<file path="config.mk">
export PLATFORM = sky130hd
export DESIGN_NAME = uart_rx_fifo_ctl
export DESIGN_NICKNAME = d
export VERILOG_FILES = /design/src/rtl/rxq_pkg.sv /design/src/rtl/rxq_store.sv /design/src/rtl/rxq_timer.sv /design/src/rtl/uart_rx_fifo_ctl.sv
export SDC_FILE = /design/constraint.sdc
export NUM_CORES = 1
export LEC_CHECK = 0
export ABC_AREA = 1
export CAP_MARGIN = 15
export CORE_MARGIN = 3
export CORE_UTILIZATION = 50
export DETAILED_ROUTE_END_ITERATION = 7
export DONT_BUFFER_PORTS = 1
export PLACE_DENSITY_LB_ADDON = 0.1
export RECOVER_POWER = 50
export SLEW_MARGIN = 20
export SYNTH_ARGS = -nofsm -noshare
export SYNTH_HDL_FRONTEND = slang
export SYNTH_SLANG_ARGS = --single-unit
</file>
<file path="constraint.sdc">
create_clock -name clk -period 2.35 [get_ports clk]
set_input_delay 0.1175 -clock clk [delete_from_list [all_inputs] [get_ports clk]]
set_output_delay 0.1175 -clock clk [all_outputs]
set_load 0.01 [all_outputs]
</file>
<file path="src/rtl/rxq_pkg.sv">
package rxq_pkg;
  localparam logic [7:0] FCR_STORE_MASK = 8'hC9;
  localparam int FCR_EN_BIT    = 0;
  localparam int FCR_RXCLR_BIT = 1;
  localparam int FCR_TXCLR_BIT = 2;

  function automatic int unsigned trig_of(input logic [1:0] code);
    case (code)
      2'b00:   trig_of = 1;
      2'b01:   trig_of = 4;
      2'b10:   trig_of = 8;
      default: trig_of = 14;
    endcase
  endfunction
endpackage

</file>
<file path="src/rtl/rxq_store.sv">
module rxq_store #(
  parameter int DEPTH = 16,
  parameter int W     = 8,
  localparam int AW   = (DEPTH > 1) ? $clog2(DEPTH) : 1,
  localparam int CW   = $clog2(DEPTH + 1)
) (
  input  logic          clk,
  input  logic          rst_n,
  input  logic          clr,
  input  logic          push,
  input  logic          pop,
  input  logic [W-1:0]  din,
  output logic [W-1:0]  head,
  output logic [CW-1:0] count,
  output logic          drop
);
  logic [W-1:0]  mem [DEPTH];
  logic [AW-1:0] wr_q, rd_q, wr_n, rd_n;
  logic [CW-1:0] cnt_q, cnt_n;
  logic          do_push, do_pop;

  function automatic logic [AW-1:0] bump(input logic [AW-1:0] p);
    bump = (p == AW'(DEPTH - 1)) ? '0 : p + AW'(1);
  endfunction

  always_comb begin
    do_pop  = pop && (cnt_q != '0);
    do_push = push && ((cnt_q != CW'(DEPTH)) || do_pop);
    drop    = push && !do_push;
    wr_n    = wr_q;
    rd_n    = rd_q;
    cnt_n   = cnt_q;
    if (clr) begin
      wr_n  = '0;
      rd_n  = '0;
      cnt_n = '0;
    end else begin
      if (do_push) wr_n = bump(wr_q);
      if (do_pop)  rd_n = bump(rd_q);
      if (do_push && !do_pop)      cnt_n = cnt_q + CW'(1);
      else if (do_pop && !do_push) cnt_n = cnt_q - CW'(1);
    end
  end

  always_ff @(posedge clk or negedge rst_n) begin
    if (!rst_n) begin
      wr_q  <= '0;
      rd_q  <= '0;
      cnt_q <= '0;
    end else begin
      wr_q  <= wr_n;
      rd_q  <= rd_n;
      cnt_q <= cnt_n;
    end
  end

  always_ff @(posedge clk) begin
    if (do_push && !clr) mem[wr_q] <= din;
  end

  assign head  = mem[rd_q];
  assign count = cnt_q;

  p_count_bound_r1: assert property (@(posedge clk) disable iff (!rst_n)
    cnt_q <= CW'(DEPTH));

  p_full_keeps_r2: assert property (@(posedge clk) disable iff (!rst_n)
    (push && !pop && !clr && cnt_q == CW'(DEPTH)) |=> (head == $past(head) && cnt_q == CW'(DEPTH)));
endmodule

</file>
<file path="src/rtl/rxq_timer.sv">
module rxq_timer #(
  parameter int CT_W = 12,
  localparam int TW  = CT_W + 2
) (
  input  logic            clk,
  input  logic            rst_n,
  input  logic            clr,
  input  logic            load,
  input  logic            ack,
  input  logic            has_data,
  input  logic [CT_W-1:0] char_cycles,
  output logic            pend
);
  logic [TW-1:0] cnt_q, cnt_n;
  logic          pend_q, pend_n, expire;

  always_comb begin
    expire = (cnt_q == TW'(1));
    cnt_n  = cnt_q;
    pend_n = pend_q;
    if (clr) begin
      cnt_n  = '0;
      pend_n = 1'b0;
    end else begin
      if (load)                cnt_n = {char_cycles, 2'b00};
      else if (cnt_q != '0)    cnt_n = cnt_q - TW'(1);
      if (ack)                           pend_n = 1'b0;
      else if (expire && !load && has_data) pend_n = 1'b1;
    end
  end

  always_ff @(posedge clk or negedge rst_n) begin
    if (!rst_n) begin
      cnt_q  <= '0;
      pend_q <= 1'b0;
    end else begin
      cnt_q  <= cnt_n;
      pend_q <= pend_n;
    end
  end

  assign pend = pend_q;

  p_flush_clears_r6: assert property (@(posedge clk) disable iff (!rst_n)
    clr |=> !pend);

  p_pend_needs_data_r7: assert property (@(posedge clk) disable iff (!rst_n)
    $rose(pend) |-> $past(has_data));

  p_read_acks_r8: assert property (@(posedge clk) disable iff (!rst_n)
    ack |=> !pend);
endmodule

</file>
<file path="src/rtl/uart_rx_fifo_ctl.sv">
module uart_rx_fifo_ctl #(
  parameter int DEPTH = 16,
  parameter int CT_W  = 12,
  localparam int W    = 8,
  localparam int CW   = $clog2(DEPTH + 1)
) (
  input  logic            clk,
  input  logic            rst_n,
  input  logic            rx_valid,
  input  logic [W-1:0]    rx_byte,
  input  logic            rd_strobe,
  input  logic            status_rd,
  input  logic            fcr_wr,
  input  logic [7:0]      fcr_data,
  input  logic [CT_W-1:0] char_cycles,
  output logic [W-1:0]    rd_data,
  output logic            data_ready,
  output logic            overrun,
  output logic [CW-1:0]   fill_count,
  output logic [CW-1:0]   trig_level,
  output logic            timeout_pend,
  output logic            tx_flush
);
  import rxq_pkg::*;

  logic [7:0]   fcr_q, fcr_n;
  logic [W-1:0] hold_q, hold_n, rd_q, rd_n;
  logic         dr_q, dr_n, ovr_q, ovr_n;
  logic         fifo_en, fcr_take, en_flip, rx_flush;
  logic         st_push, st_pop, st_drop, tm_load;
  logic [W-1:0] st_head;
  logic [CW-1:0] st_count;

  always_comb begin
    fifo_en  = fcr_q[FCR_EN_BIT];
    fcr_take = fcr_wr && (fcr_data != fcr_q);
    en_flip  = fcr_take && (fcr_data[FCR_EN_BIT] != fcr_q[FCR_EN_BIT]);
    rx_flush = fcr_take && (fcr_data[FCR_RXCLR_BIT] || en_flip);
    tx_flush = fcr_take && (fcr_data[FCR_TXCLR_BIT] || en_flip);
    st_push  = fifo_en && rx_valid && !rx_flush;
    st_pop   = fifo_en && rd_strobe && !rx_flush;
    tm_load  = st_push || (st_pop && st_count > CW'(1));
  end

  rxq_store #(.DEPTH(DEPTH), .W(W)) u_store (
    .clk(clk), .rst_n(rst_n), .clr(rx_flush), .push(st_push), .pop(st_pop),
    .din(rx_byte), .head(st_head), .count(st_count), .drop(st_drop)
  );

  rxq_timer #(.CT_W(CT_W)) u_timer (
    .clk(clk), .rst_n(rst_n), .clr(rx_flush), .load(tm_load), .ack(st_pop),
    .has_data(st_count != '0), .char_cycles(char_cycles), .pend(timeout_pend)
  );

  always_comb begin
    fcr_n  = fcr_take ? (fcr_data & FCR_STORE_MASK) : fcr_q;
    hold_n = hold_q;
    dr_n   = dr_q;
    rd_n   = rd_q;
    ovr_n  = ovr_q;
    if (rx_flush) begin
      dr_n = 1'b0;
    end else if (!fifo_en) begin
      if (rx_valid) begin
        hold_n = rx_byte;
        dr_n   = 1'b1;
      end else if (rd_strobe) begin
        dr_n = 1'b0;
      end
    end
    if (rd_strobe && !rx_flush) begin
      if (fifo_en) rd_n = (st_count != '0) ? st_head : '0;
      else         rd_n = hold_q;
    end
    if (status_rd) ovr_n = 1'b0;
    if (st_drop || (!fifo_en && !rx_flush && rx_valid && dr_q && !rd_strobe))
      ovr_n = 1'b1;
  end

  always_ff @(posedge clk or negedge rst_n) begin
    if (!rst_n) begin
      fcr_q  <= '0;
      hold_q <= '0;
      dr_q   <= 1'b0;
      rd_q   <= '0;
      ovr_q  <= 1'b0;
    end else begin
      fcr_q  <= fcr_n;
      hold_q <= hold_n;
      dr_q   <= dr_n;
      rd_q   <= rd_n;
      ovr_q  <= ovr_n;
    end
  end

  assign rd_data    = rd_q;
  assign overrun    = ovr_q;
  assign fill_count = st_count;
  assign data_ready = fifo_en ? (st_count != '0) : dr_q;
  assign trig_level = CW'(trig_of(fcr_q[7:6]));

  p_same_fcr_r4: assert property (@(posedge clk) disable iff (!rst_n)
    (fcr_wr && fcr_data == fcr_q && !rx_valid && !rd_strobe) |=> $stable(fill_count));

  p_en_flip_r5: assert property (@(posedge clk) disable iff (!rst_n)
    (fcr_wr && fcr_data[FCR_EN_BIT] != fcr_q[FCR_EN_BIT]) |-> tx_flush);

  p_en_flip_empties_r5: assert property (@(posedge clk) disable iff (!rst_n)
    (fcr_wr && fcr_data[FCR_EN_BIT] != fcr_q[FCR_EN_BIT]) |=> (fill_count == '0 && !timeout_pend));

  p_nonfifo_overrun_r9: assert property (@(posedge clk) disable iff (!rst_n)
    (!fifo_en && !fcr_wr && rx_valid && dr_q && !rd_strobe) |=> overrun);

  p_empty_read_zero_r10: assert property (@(posedge clk) disable iff (!rst_n)
    (fifo_en && !fcr_wr && rd_strobe && fill_count == '0) |=> (rd_data == '0));
endmodule

</file>
### Word level (Yosys, flattened, before mapping)

Memory sizes are Yosys's and may differ from the RTL's.
Index checks and enable logic that the tools add are counted.
Widths: inputs -> output; s select.

| cells by class | value |
|---|---|
| add/sub/neg operators | 5 |
| order comparisons | 1 |
| equal/unequal tests | 9 |
| multiplexer cells | 27 |
| bitwise operators | 2 |
| reductions and logical operators | 45 |

Operators with widths:

| kind | number |
|---|---|
| $mux 14 | 3 |
| $mux 4 | 6 |
| $logic_and 1x1->1 | 22 |
| $mux 8 | 2 |
| $mux 5 | 3 |
| $eq 14x1->1 const B | 1 |
| $reduce_bool 14->1 | 1 |
| $sub 14x1->14 const B | 1 |
| $mux 1 | 12 |
| $pmux 4 s3 | 1 |
| $reduce_bool 3->1 | 4 |
| $add 4x1->4 const B | 2 |
| $eq 4x4->1 const B | 2 |
| $ne 8x8->1 | 1 |
| $logic_not 1->1 | 6 |
| $reduce_bool 2->1 | 3 |
| $add 5x1->5 const B | 1 |
| $gt 5x1->1 const B | 1 |
| $logic_or 1x1->1 | 5 |
| $ne 5x5->1 const B | 1 |
| $reduce_bool 5->1 | 1 |
| $sub 5x1->5 const B | 1 |
| $reduce_and 3->1 | 1 |
| $eq 2x1->1 const B | 1 |
| 6 further kinds | 7 |

| word-level totals | value |
|---|---|
| flip-flop bits (word level) | 50 |
| bits in writable memories | 128 |
| input bits | 34 |
| output and inout port bits | 22 |
| word-level logic and storage cells | 100 |
| memories kept | 1 |

Memories:

| memory | words | bits a word | rd ports | clocked after Yosys merged registers in | wr ports | line | text |
|---|---|---|---|---|---|---|---|
| u_store.mem | 16 | 8 | 1 | 0 | 1 | rxq_store.sv:17 | `logic [W-1:0] mem [DEPTH];` |

### Longest topological paths before layout

| logic depth | value |
|---|---|
| word-level depth | 15 |
| mapped depth | 12 |
| mapped depth without buffers | 11 |

### Cells and area by module

Synthesis repeated with hierarchy kept, for this count alone.

| second synthesis, totals | value |
|---|---|
| cells, all modules | 813 |
| area total of the unflattened synthesis | 8214.1 µm² |

Modules (own cells, without submodules):

| module | instances | cells each | area each (µm²) | sequential area each (µm²) |
|---|---|---|---|---|
| rxq_store | 1 | 486 | 5899.4 | 4169.0 |
| uart_rx_fifo_ctl | 1 | 176 | 1257.5 | 550.5 |
| rxq_timer | 1 | 151 | 1057.3 | 375.4 |

### Worst setup path before layout

OpenSTA, ideal clock, no wires.

| timing path | value |
|---|---|
| path type | register -> register |
| from | register u_store.cnt_q[0], in the netlist u_store.count[0] |
| to | memory u_store.mem[3][0], enable pin |
| setup time | 0.370 ns |
| data arrival time | 1.924 ns |
| data required time | 1.980 ns |
| setup slack | 0.056 ns |
| cell stages (with the launch flop) | 11 |
| buffers on the path | 0 |
| clock period less this slack | 2.294 ns |
| path through | dfrtp_1 inv_1 ha_1 nor3b_4 nand2_4 nand3_4 inv_6 o21ai_4 inv_4 nand2_2 nor2_1 |

| between the ends | value |
|---|---|
| word-level cells in the longest chain between the ends | 7 |
| elaborated cells between the ends (all ways) | 8 |
| those cells by class | eq/ne (1); mux (2); reduce/logical (5) |

RTL lines:

| what | line | text |
|---|---|---|
| from (decl) | rxq_store.sv:19 | `logic [CW-1:0] cnt_q, cnt_n;` |
| from (signal assigned) | rxq_store.sv:53 | `cnt_q <= cnt_n;` |
| $reduce_bool 5->1 | rxq_store.sv:27 | `do_pop = pop && (cnt_q != '0);` |
| $logic_and 1x1->1 | rxq_store.sv:27 |  |
| $logic_or 1x1->1 (*) | rxq_store.sv:28 | `do_push = push && ((cnt_q != CW'(DEPTH)) \|\| do_pop);` |
| $logic_and 1x1->1 (*) | rxq_store.sv:28 |  |
| $logic_and 1x1->1 (*) | rxq_store.sv:58 | `if (do_push && !clr) mem[wr_q] <= din;` |
| $mux 1 (*) | rxq_store.sv:58 |  |
| $mux 1 (implied by the code) (*) | rxq_store.sv:58 |  |
| to (decl) | rxq_store.sv:17 |  |

Mark *: on every way between the ends. The rest lies on a longest branch, timed or not.

### Worst setup path in the final report

| timing path | value |
|---|---|
| from | register u_store.cnt_q[0], in the netlist u_store.count[0] |
| to | memory u_store.mem[13][3], enable pin |

The elaborated chain is that of the path after synthesis.

==> results_dict.tcl <==
set metrics [dict create \
    floorplan.initialDensity_pct 52.19 \
    max-vdd-ir-drop_uv 603.7 \
    1st_iter_drt_viols 604 \
    io_buffers 0 \
    ffs_latches_synth 178 \
    post_route_cells_drive_above_1_share_pct 11.61 \
    min_period_over_period_pct 96.87 \
    detailed_place_hpwl_mm 13.11 \
    min-delay-path-class "input pin to flop" \
    synthesis.area_um2 8080 \
    clk-insertion-delay-late_ns 0.43 \
    syn-mean-instance-area_um2 10.47 \
    n_antenna_cell 0 \
    core_um2 15480 \
    postSynth.topFlopCell "sky130_fd_sc_hd__edfxtp_1" \
    vias 5730 \
    design.portCount 56 \
    regToRegSetupSlack_ns 0.07 \
    std_cell_rows 45 \
    totalWireLength_mm 19.88 \
    timing.setup.tns_ns 0 \
    layout.cells.most_common_list "sky130_fd_sc_hd__nand2_1 (172), sky130_fd_sc_hd__edfxtp_1 (128), sky130_fd_sc_hd__nor2_1 (88)" \
    timing.critical_path.from_type "flop" \
    tritoncts.num_buffers 17 \
    crit_required_ns 2.41 \
    final_cells 1038 \
    ctsRootBufferMaster "sky130_fd_sc_hd__clkbuf_16" \
    number_of_global_route_vias_before_repair 5480 \
    mostFrequentLayoutCell "sky130_fd_sc_hd__nand2_1" \
    place_inst 976 \
    finalNetCount 858 \
    synth-edff-count 128 \
    setup_viols_final 0 \
    syn2layout_area_growth_pct 15.11 \
    global_route.usage.total_pct 22.96 \
    die-height_um 133.1 \
    fin_worst_skew_ns 0.01360 \
    grt_max_degree 75 \
    fmaxAchievable_ghz 0.4393 \
    dpl-instance-area_um2 8373 \
    drc 0 \
    max-slew-margin-rel_pct 14.31 \
    postLayoutCellArea_um2 9301 \
    clk_path_buf_depth 2 \
    die_width_um 133.1 \
    fillerInstances 1292 \
    globalRouteOverflowTotal 0 \
    tightest_slew_ns 1.285 \
    cap_viol_max_count 0 \
    numClockSinks 178 \
    period_minus_slack_ns 2.276 \
    postSynthNetCount 816 \
    clk_pin_slew_worst_paths_ns 0.07 \
    area.sequential_um2 5096 \
    drt_first_pass_iters 5 \
    antenna_found_initial 0 \
    synthArstFlopShare_pct 28.09 \
    routabilityCongestion 0.8922 \
    powerDensity_nw_per_um2 1004 \
    finalHoldViolations 0 \
    vias_per_cell 5.520 \
    multiInputGateArea_um2 2616 \
    critical_path_arrival_ns 2.34 \
    tritoncts "yes" \
    grt_setup_unrepaired "yes" \
    setup.worst_path.class "flop to flop" \
    seq_area_frac_synth_pct 63.05 \
    synthCells 772 \
    routedWlPerCell_um 19.15 \
    p_leak_nw 3.708 \
    element_type_at_the_critical_path_end "flop" \
    grt_pass1_wl_mm 30.96 \
    synth_warnings 0 \
    ant_nets 0 \
    utilization_pct 60.07 \
    timing.critical_path.fanout_max 8 \
    status "finished clean" \
    h-tree-depth 4 \
    floorplan.die_area_um2 17720 \
    timing_max_transition_violations_final 0 \
    synth_cell_types 43 \
]
registers in the layout, summed over array words and instances (netlist names):
signal / cells
u_store.mem: 128
u_timer.cnt_q: 14
hold_q: 8
rd_data: 8
u_store.count: 5
fcr_q: 4
u_store.rd_q: 4
u_store.wr_q: 4
dr_q: 1
overrun: 1
u_timer.pend: 1
where the power goes:
group / total, mW / internal, mW / switching [mW]
Clock: 2.90 / 1.64 / 1.26
Combinational: 2.55 / 0.883 / 1.67
Sequential: 3.88 / 3.64 / 0.245
Total: 9.34 / 6.16 / 3.17
worst paths after layout:
kind	cells after the start	start	to
worst max register to register	10	u_store.count[0]$_DFFE_PN0P_	u_store.mem[13][3]$_DFFE_PP_
min in group asynchronous	2	rst_n	rd_data[4]$_DFFE_PN0P_
worst min-delay path	4	fcr_data[4]	fcr_q[3]$_DFFE_PN0P_
max in group asynchronous	2	rst_n	u_store.rd_q[0]$_DFFE_PN0P_
worst max-delay path	10	u_store.count[0]$_DFFE_PN0P_	u_store.mem[13][3]$_DFFE_PP_
worst min register to register	2	hold_q[4]$_DFFE_PN0N_	hold_q[4]$_DFFE_PN0N_
cells by family after synthesis:
kind of cell / share of synthesized area [%]
AOI/OAI and AO/OA: 8.827
xor gates and xnor gates: 2.601
adders and majority gates: 1.548
buffers and inverters: 4.785
DFF: 63.05
other: 0.04641
and+or+nand+nor: 19.14
synthesized netlist by cell type, types with 11 or more instances:
cell	instances	share of area, %
sky130_fd_sc_hd__inv_1	45	2.1
sky130_fd_sc_hd__nor2_1	95	4.4
sky130_fd_sc_hd__dfrtp_1	50	15
sky130_fd_sc_hd__clkbuf_1	16	0.74
sky130_fd_sc_hd__o21ai_0	62	3.8
sky130_fd_sc_hd__nand2_1	172	8.0
sky130_fd_sc_hd__xor2_1	16	1.7
sky130_fd_sc_hd__nand4_1	11	0.85
sky130_fd_sc_hd__nand3_1	42	2.6
sky130_fd_sc_hd__edfxtp_1	128	48
sky130_fd_sc_hd__a21oi_1	20	1.2
critical path: stages, from the launching register on:
cell and delay, ns:
sky130_fd_sc_hd__dfrtp_1 0.34, sky130_fd_sc_hd__inv_1 0.08, sky130_fd_sc_hd__ha_1 0.23, sky130_fd_sc_hd__nor3b_4 0.18, sky130_fd_sc_hd__nand2_4 0.09, sky130_fd_sc_hd__nand3_4 0.09
sky130_fd_sc_hd__inv_6 0.07, sky130_fd_sc_hd__o21ai_4 0.07, sky130_fd_sc_hd__inv_4 0.12, sky130_fd_sc_hd__nand2_4 0.08, sky130_fd_sc_hd__nor2_1 0.54
metrics by stage:
stage | hold WS [ns] | setup WS, ns | power [mW]
floorplan | -0.1781 | 0.05582 | 5.743
global route | 0.07382 | -0.08747 | 9.864
detailed placement | -0.1733 | 0.08378 | 6.380
global placement | -0.1732 | 0.1841 | 6.326
CTS | 0.004474 | 0.05292 | 9.384
finish | 0.02981 | 0.07354 | 9.339
layer usage:
metal | wire (um) | part of all wire (%) | vias to the layer above | global-route usage, %
li1 | - | - | 2724 | -
met1 | 8966 | 45 | 2781 | 32.98
met2 | 9298 | 47 | 198 | 35.69
met3 | 1313 | 6.6 | 27 | 4.947
met4 | 303 | 1.5 | 0 | 6.571
met5 | 0 | 0 | - | 0
final cells by class:
type	instances	share of cell area, %
multi-input combinational	508	28.13
inverter	55	2.381
clock buffer	21	5.650
sequential	178	54.79
tap	211	2.838
clock inverter	11	1.009
timing repair buffer	54	5.206
what timing repair did:
action,4_1_cts,5_1_grt
hold buffers,30,0
setup endpoints to repair,0,120
endpoints found under the hold margin,208,0
gates resized for setup,0,7
buffers inserted,0,0
Note: power is estimated with default switching activity, not from simulation.
